===== src/rtl/seeprom_pkg.sv =====
// Shared constants, event type and preset contents for the serial EEPROM
// responder. Assumes 8-bit bytes and a pulse count that fits in 5 bits.
package seeprom_pkg;

    localparam int unsigned BYTE_W = 8;
    localparam int unsigned TICK_W = 5;

    // Pulse-count landmarks; the sequence depends on these values.
    localparam logic [TICK_W-1:0] TK_CMD_ACK   = 5'd8;   // count after 8 control bits
    localparam logic [TICK_W-1:0] TK_ADDR_LAST = 5'd16;  // count before last address bit
    localparam logic [TICK_W-1:0] TK_ADDR_ACK  = 5'd17;  // count after last address bit
    localparam logic [TICK_W-1:0] TK_DATA      = 5'd18;  // data phase (saturates here)

    // Decoded line activity for one sample.
    typedef struct packed {
        logic rise;     // SCL 0 -> 1
        logic fall;     // SCL 1 -> 0
        logic start;    // SDA 1 -> 0 with SCL high in both samples
        logic stop;     // SDA 0 -> 1 with SCL high in both samples
        logic skew;     // SCL rising while SDA also changed
        logic bit_val;  // current SDA sample
    } line_evt_t;

    // Preset content of one memory location.
    function automatic logic [BYTE_W-1:0] preset_byte(input int unsigned idx);
        case (idx)
            0:       preset_byte = 8'h80;
            1:       preset_byte = 8'h08;
            2:       preset_byte = 8'h04;
            3:       preset_byte = 8'h0D;
            default: preset_byte = 8'h00;
        endcase
    endfunction

endpackage


===== src/rtl/seeprom_line_mon.sv =====
// Line monitor: holds the previous SCL/SDA sample and decodes edges and
// bus conditions against the current one. Assumes the host changes the
// line inputs at most once per system clock.
module seeprom_line_mon
    import seeprom_pkg::*;
(
    input  logic      clk,
    input  logic      rst_n,
    input  logic      scl_i,
    input  logic      sda_i,
    output line_evt_t evt
);

    logic scl_q;
    logic sda_q;

    // Keep the previous sample; idle bus level is high.
    always_ff @(posedge clk) begin
        if (!rst_n) begin
            scl_q <= 1'b1;
            sda_q <= 1'b1;
        end else begin
            scl_q <= scl_i;
            sda_q <= sda_i;
        end
    end

    // Decode activity from old and new samples.
    always_comb begin
        evt.rise    = !scl_q && scl_i;
        evt.fall    = scl_q && !scl_i;
        evt.start   = scl_q && scl_i && sda_q && !sda_i;
        evt.stop    = scl_q && scl_i && !sda_q && sda_i;
        evt.skew    = !scl_q && scl_i && (sda_q != sda_i);
        evt.bit_val = sda_i;
    end

endmodule


===== src/rtl/seeprom_rom.sv =====
// Preset memory: DEPTH bytes built from the package preset function,
// read combinationally. Assumes DEPTH is 128 or 256.
module seeprom_rom
    import seeprom_pkg::*;
#(
    parameter int unsigned DEPTH = 256,
    localparam int unsigned AW   = $clog2(DEPTH)
) (
    input  logic [AW-1:0]     addr,
    output logic [BYTE_W-1:0] data
);

    logic [BYTE_W-1:0] table_q [DEPTH];

    // One constant entry per location.
    for (genvar i = 0; i < DEPTH; i++) begin : g_entry
        assign table_q[i] = preset_byte(i);
    end

    // Asynchronous read port.
    assign data = table_q[addr];

endmodule


===== src/rtl/seeprom_seq.sv =====
// Transfer sequencer: one pulse counter across control, acknowledge,
// address and data phases; drives the responder's data line on SCL
// falling samples. Assumes decoded events from seeprom_line_mon.
module seeprom_seq
    import seeprom_pkg::*;
#(
    parameter int unsigned DEPTH = 256,
    localparam int unsigned AW   = $clog2(DEPTH)
) (
    input  logic              clk,
    input  logic              rst_n,
    input  line_evt_t         evt,
    input  logic [BYTE_W-1:0] rd_data,
    output logic [AW-1:0]     rd_addr,
    output logic              sda_o,
    output logic              err_o
);

    logic              busy;
    logic [TICK_W-1:0] tick;
    logic              rw;
    logic [BYTE_W-1:0] addr;
    logic [BYTE_W-1:0] shreg;
    logic [3:0]        pos;
    logic              sda_drv;
    logic              err;
    logic [BYTE_W-1:0] addr_shift;
    logic [BYTE_W-1:0] next_addr;

    // Address with the current bit appended, and the lookup address.
    always_comb begin
        addr_shift = {addr[BYTE_W-2:0], evt.bit_val};
        next_addr  = (tick == TK_ADDR_LAST) ? addr_shift : addr + 8'd1;
    end
    assign rd_addr = next_addr[AW-1:0];

    // Bus conditions, pulse counting, shifting and line drive.
    always_ff @(posedge clk) begin
        if (!rst_n) begin
            busy    <= 1'b0;
            tick    <= '0;
            rw      <= 1'b0;
            addr    <= '0;
            shreg   <= '0;
            pos     <= '0;
            sda_drv <= 1'b1;
            err     <= 1'b0;
        end else if (evt.start) begin
            busy    <= 1'b1;
            tick    <= '0;
            pos     <= '0;
            err     <= 1'b0;
            sda_drv <= 1'b1;
        end else if (evt.stop) begin
            busy    <= 1'b0;
            tick    <= '0;
            pos     <= '0;
            sda_drv <= 1'b1;
        end else if (busy) begin
            if (evt.skew) begin
                err <= 1'b1;
            end else if (evt.rise) begin
                if (tick < TK_CMD_ACK) begin
                    if (tick == TK_CMD_ACK - 5'd1) rw <= evt.bit_val;
                    tick <= tick + 5'd1;
                end else if (tick == TK_CMD_ACK) begin
                    tick <= tick + 5'd1;
                end else if (tick <= TK_ADDR_LAST) begin
                    addr <= addr_shift;
                    tick <= tick + 5'd1;
                    if (tick == TK_ADDR_LAST) shreg <= rd_data;
                end else if (tick == TK_ADDR_ACK) begin
                    tick <= TK_DATA;
                    pos  <= '0;
                end else if (pos == 4'd8) begin
                    pos   <= '0;
                    addr  <= addr + 8'd1;
                    shreg <= rd_data;
                end else begin
                    pos   <= pos + 4'd1;
                    shreg <= {shreg[BYTE_W-2:0], 1'b0};
                end
            end
            if (evt.fall) begin
                if (tick == TK_CMD_ACK || tick == TK_ADDR_ACK)
                    sda_drv <= 1'b0;
                else if (tick == TK_DATA && rw && pos != 4'd8)
                    sda_drv <= shreg[BYTE_W-1];
                else
                    sda_drv <= 1'b1;
            end
        end
    end

    assign sda_o = sda_drv;
    assign err_o = err;

    a_r4_stop_to_idle: assert property (@(posedge clk) disable iff (!rst_n)
        evt.stop |=> (!busy && tick == '0 && sda_o));

    a_r3_start_opens: assert property (@(posedge clk) disable iff (!rst_n)
        evt.start |=> (busy && tick == '0 && !err_o));

    a_r11_skew_flags: assert property (@(posedge clk) disable iff (!rst_n)
        (busy && evt.skew && !evt.start && !evt.stop) |=> err_o);

    a_r11_err_sticky: assert property (@(posedge clk) disable iff (!rst_n)
        (err_o && !evt.start) |=> err_o);

    a_r8_drive_on_fall: assert property (@(posedge clk) disable iff (!rst_n)
        !$stable(sda_o) |-> $past(evt.fall || evt.start || evt.stop));

    a_r2_idle_released: assert property (@(posedge clk) disable iff (!rst_n)
        !busy |-> (sda_o && tick == '0));

    a_r6_tick_bound: assert property (@(posedge clk) disable iff (!rst_n)
        tick <= TK_DATA);

endmodule


===== src/rtl/seeprom_slave.sv =====
// Top level of the serial EEPROM responder: line monitor, sequencer and
// preset memory. Assumes one host-written SCL/SDA sample per clock.
module seeprom_slave
    import seeprom_pkg::*;
#(
    parameter int unsigned DEPTH = 256
) (
    input  logic clk,
    input  logic rst_n,
    input  logic scl_i,
    input  logic sda_i,
    output logic sda_o,
    output logic err_o
);

    localparam int unsigned AW = $clog2(DEPTH);

    line_evt_t         evt;
    logic [AW-1:0]     rd_addr;
    logic [BYTE_W-1:0] rd_data;

    seeprom_line_mon u_mon (
        .clk   (clk),
        .rst_n (rst_n),
        .scl_i (scl_i),
        .sda_i (sda_i),
        .evt   (evt)
    );

    seeprom_seq #(.DEPTH(DEPTH)) u_seq (
        .clk     (clk),
        .rst_n   (rst_n),
        .evt     (evt),
        .rd_data (rd_data),
        .rd_addr (rd_addr),
        .sda_o   (sda_o),
        .err_o   (err_o)
    );

    seeprom_rom #(.DEPTH(DEPTH)) u_rom (
        .addr (rd_addr),
        .data (rd_data)
    );

endmodule


===== config.mk =====
export PLATFORM = sky130hd
export DESIGN_NAME = seeprom_slave
export DESIGN_NICKNAME = d
export VERILOG_FILES = /design/src/rtl/seeprom_pkg.sv /design/src/rtl/seeprom_line_mon.sv /design/src/rtl/seeprom_rom.sv /design/src/rtl/seeprom_seq.sv /design/src/rtl/seeprom_slave.sv
export SDC_FILE = /design/constraint.sdc
export NUM_CORES = 1
export LEC_CHECK = 0
export BUFFER_PORTS_ARGS = -buffer_cell sky130_fd_sc_hd__buf_2
export CAP_MARGIN = 0
export CORE_UTILIZATION = 55
export DETAILED_ROUTE_END_ITERATION = 8
export PLACE_DENSITY = 0.75
export SLEW_MARGIN = 20
export SYNTH_ARGS = -nofsm -noshare
export SYNTH_HDL_FRONTEND = slang
export SYNTH_SLANG_ARGS = --single-unit

===== constraint.sdc =====
create_clock -name clk -period 2 [get_ports clk]
set_clock_uncertainty 0.1 [all_clocks]
set_input_delay 0.1 -clock clk [delete_from_list [all_inputs] [get_ports clk]]
set_output_delay 0.1 -clock clk [all_outputs]
set_load 0.005 [all_outputs]

==> results.yml <==
status:
  status: "complete, no violations"
clocking:
  cts.clk_slew.worst_paths_ns: 0.10
  clock_latency_ns: 0.35
  cts_root_buf: "clkbuf_4"
  cts_tree: "built"
  cts_max_level: 2
  clockBufferDepth: 2
  numCtsBuffers: 5
  cts_sinks: 31
critical_path:
  worstPathRequired_ns: 2.12
  crit_chain: "dlygate4sd3_1 -> clkbuf_4 -> xnor2_4 -> nand2_2 -> or3_4 -> buf_4 -> o21ai_1 -> a21oi_1"
  arrival_ns: 2.06
  critPathMaxStageDelay_ns: 0.56
  cp_slowest_cell: "dlygate4sd3_1"
  path_max_fanout: 10
  crit_type: "in2reg"
  critPathCaptureType: "flop"
  critPathLaunchType: "primary input"
layout:
  seq_area_um2: 629
  nNetsFinal: 266
  utilization_pct: 71.0
  area_delta_synth_final_pct: 18.9
  multiInputGateArea_um2: 1210
  final_area_um2: 2220
  fill_cells: 253
  drive_gt1_share_pct: 23.8
  diodes: 0
grt:
  grt-ovfl-total: 0
  first_global_vias: 1619
  grt_max_degree: 17
  antenna_found_initial: 0
  grt_use_total_pct: 27.1
  grt_pass1_wl_um: 7340
yosys:
  syn_avg_cell_area_um2: 7.85
  netlist_instances: 238
  async_flop_share_pct: 0
  yosysWarnings: 0
  synth_edf_count: 0
  synth_nets: 249
  seq_area_frac_synth_pct: 33.2
  yosysUniqueCellTypes: 52
  synth_seq_cells: 31
  syn-cell-area_um2: 1870
  synthFlopType: "dfxtp_1"
drt:
  vias: 1875
  routed.top_layer: "met4"
  antenna_left: 0
  routedWlPerCell_um: 15.6
  met1Wirelength_um: 2020
  wl_met3_um: 262
  via_per_inst: 6.25
  wl_met2_um: 2330
  wl_um: 4690
  dr.pass1.iters: 4
  post-route-drc-count: 0
  drt_iter0_drc: 109
timing:
  post-route-min-period_ns: 1.95
  tightest_slew_ns: 0.587
  worst_slack_ns: 0.0540
  max_freq_ghz: 0.514
  maxSlewViolCount: 0
  period_share_pct: 97.3
  finalSetupTns_ns: 0
  setup_viol: 0
  final-hold-violation-count: 0
  max_slew_margin_pct: 60.6
pwr:
  p_leak_nw: 0.814
  power_w: 0.00121
  ir_worst_vdd_mv: 0.334
  powerDensity_nw_per_um2: 544
placement:
  place_ws_ns: -0.0136
  dp_hpwl_um: 3160
  io_buffers: 5
  place_area_um2: 2000
  place.gp.congestion: 0.887
floorplan:
  die_width_um: 60.3
  core-area_um2: 3130
  die_area_um2: 3640
  rows: 20
  die_h_um: 60.3
  initial_core_util_pct: 59.8
  io_pins: 6
job:
  max-cap-violations: 0
min_path:
  hp-class: "in2reg"
## layer usage
layer / GRT usage, % / vias up
li1: - / 908
met1: 35.1 / 896
met2: 44.1 / 59
met3: 6.71 / 12
met4: 8.31 / 0
met5: 0 / -
## cell usage after synthesis (2+ instances only)
cell type / number / share of area, %
a31oi_1: 9 / 3.0
nand3_1: 14 / 3.7
xnor2_1: 4 / 1.9
nand2_1: 24 / 4.8
a311oi_1: 2 / 0.94
nand2b_1: 3 / 1.0
and3_1: 3 / 1.0
or2_2: 2 / 0.67
nand4bb_1: 2 / 1.2
a211oi_1: 2 / 0.80
buf_2: 7 / 1.9
dfxtp_1: 31 / 33
ha_1: 7 / 4.7
a21oi_1: 22 / 5.9
o31ai_1: 3 / 1.2
and3b_1: 2 / 0.94
and4_1: 3 / 1.4
clkbuf_1: 10 / 2.0
mux2i_1: 2 / 1.1
a21o_1: 2 / 0.80
nor3_1: 5 / 1.3
o21ai_0: 7 / 1.9
o21ai_1: 10 / 2.7
nor2_1: 16 / 3.2
nand4_1: 4 / 1.3
or3_1: 3 / 1.0
o211ai_1: 2 / 0.80
nand3b_1: 2 / 0.80
and2_1: 3 / 1.0
inv_1: 9 / 1.8
a32o_1: 2 / 1.1
## report_power, final
part | leakage (nW) | internal (W) | switching (W) | total [W]
logic | 0.512 | 0.0000242 | 0.0000317 | 0.0000559
clock network | 0.0482 | 0.000295 | 0.000231 | 0.000526
registers | 0.253 | 0.000620 | 0.00000722 | 0.000627
## critical path: cells and delay by family
kind                   cells  cell delay [ns]
AND/OR/NAND/NOR            2             0.53
AO/OA/AOI/OAI              2             0.31
buffers and inverters      3             0.93
XOR/XNOR                   1             0.20
## final cells by class
class,instances,share of cell area [%]
clock inverters,2,1.58
flip-flops and latches,31,28.3
well taps,44,2.48
repair buffers,27,9.18
clock buffers,6,2.31
inverters,10,1.69
multi-input cells,180,54.4
## path summary, 6_finish.rpt
check	startpoint	to	slack (ns)	depth (start not counted)
worst max-delay path	sda_i	u_seq.addr[5]	0.05	8
worst min-delay path	scl_i	u_seq.err_o	0.06	4
worst max register to register	u_seq.tick[1]	u_seq.shreg[3]	0.07	10
worst min register to register	u_seq.shreg[4]	u_seq.shreg[4]	0.36	2
## stage by stage
step / hold WS (ns) / std cells
final: 0.0576 / 300
after global routing: 0.0565 / 300
after CTS: 0.0232 / 296
after detailed placement: 0.257 / 285
after global placement: 0.255 / 285
after floorplan: 0.0687 / 238
## registers in the layout (all words and copies together) (netlist names), 4 cells and up
name         flops
u_seq.tick       5
u_seq.addr       8
u_seq.pos        4
u_seq.shreg      8
## logic make-up (layout without fill, tap and decap cells)
| logic type | Yosys count | after routing | synth area share (%) |
|---|---|---|---|
| buffers and inverters | 27 | 45 | 5.89 |
| XOR/XNOR | 6 | 6 | 3.21 |
| flip-flops | 31 | 31 | 33.2 |
| adder cells (fa/ha/maj) | 7 | 7 | 4.69 |
| AO/OA/AOI/OAI | 71 | 71 | 24.1 |
| multiplexers | 3 | 3 | 1.67 |
| AND/OR/NAND/NOR | 93 | 93 | 27.2 |
## placed cells by master (no fill, tap or decap), drive strengths merged, types with 2 or more instances in the layout
master and count:
a32o 2, xnor2 5, or2 2, and2 3
ha 7, nand4 4, o211ai 2, a311oi 2
nand2b 3, and4 3, and3 3, dlygate4sd3 3
nand3 14, nand2 24, clkbuf 7, a211oi 3
a31oi 9, nor2 16, buf 23, nand4bb 2
o31ai 3, nand3b 2, mux2i 2, or3 3
o21ai 17, and3b 2, inv 10, a21oi 22
nor3 6, dfxtp 31, a21o 2
## what timing repair did
action,in CTS,in global routing
pin swaps,0,7
resized for setup,1,20
setup endpoints to repair,3,11
hold endpoints to repair,5,0
setup buffers,0,4
hold buffers,3,0
(Power assumes the default switching activity.)
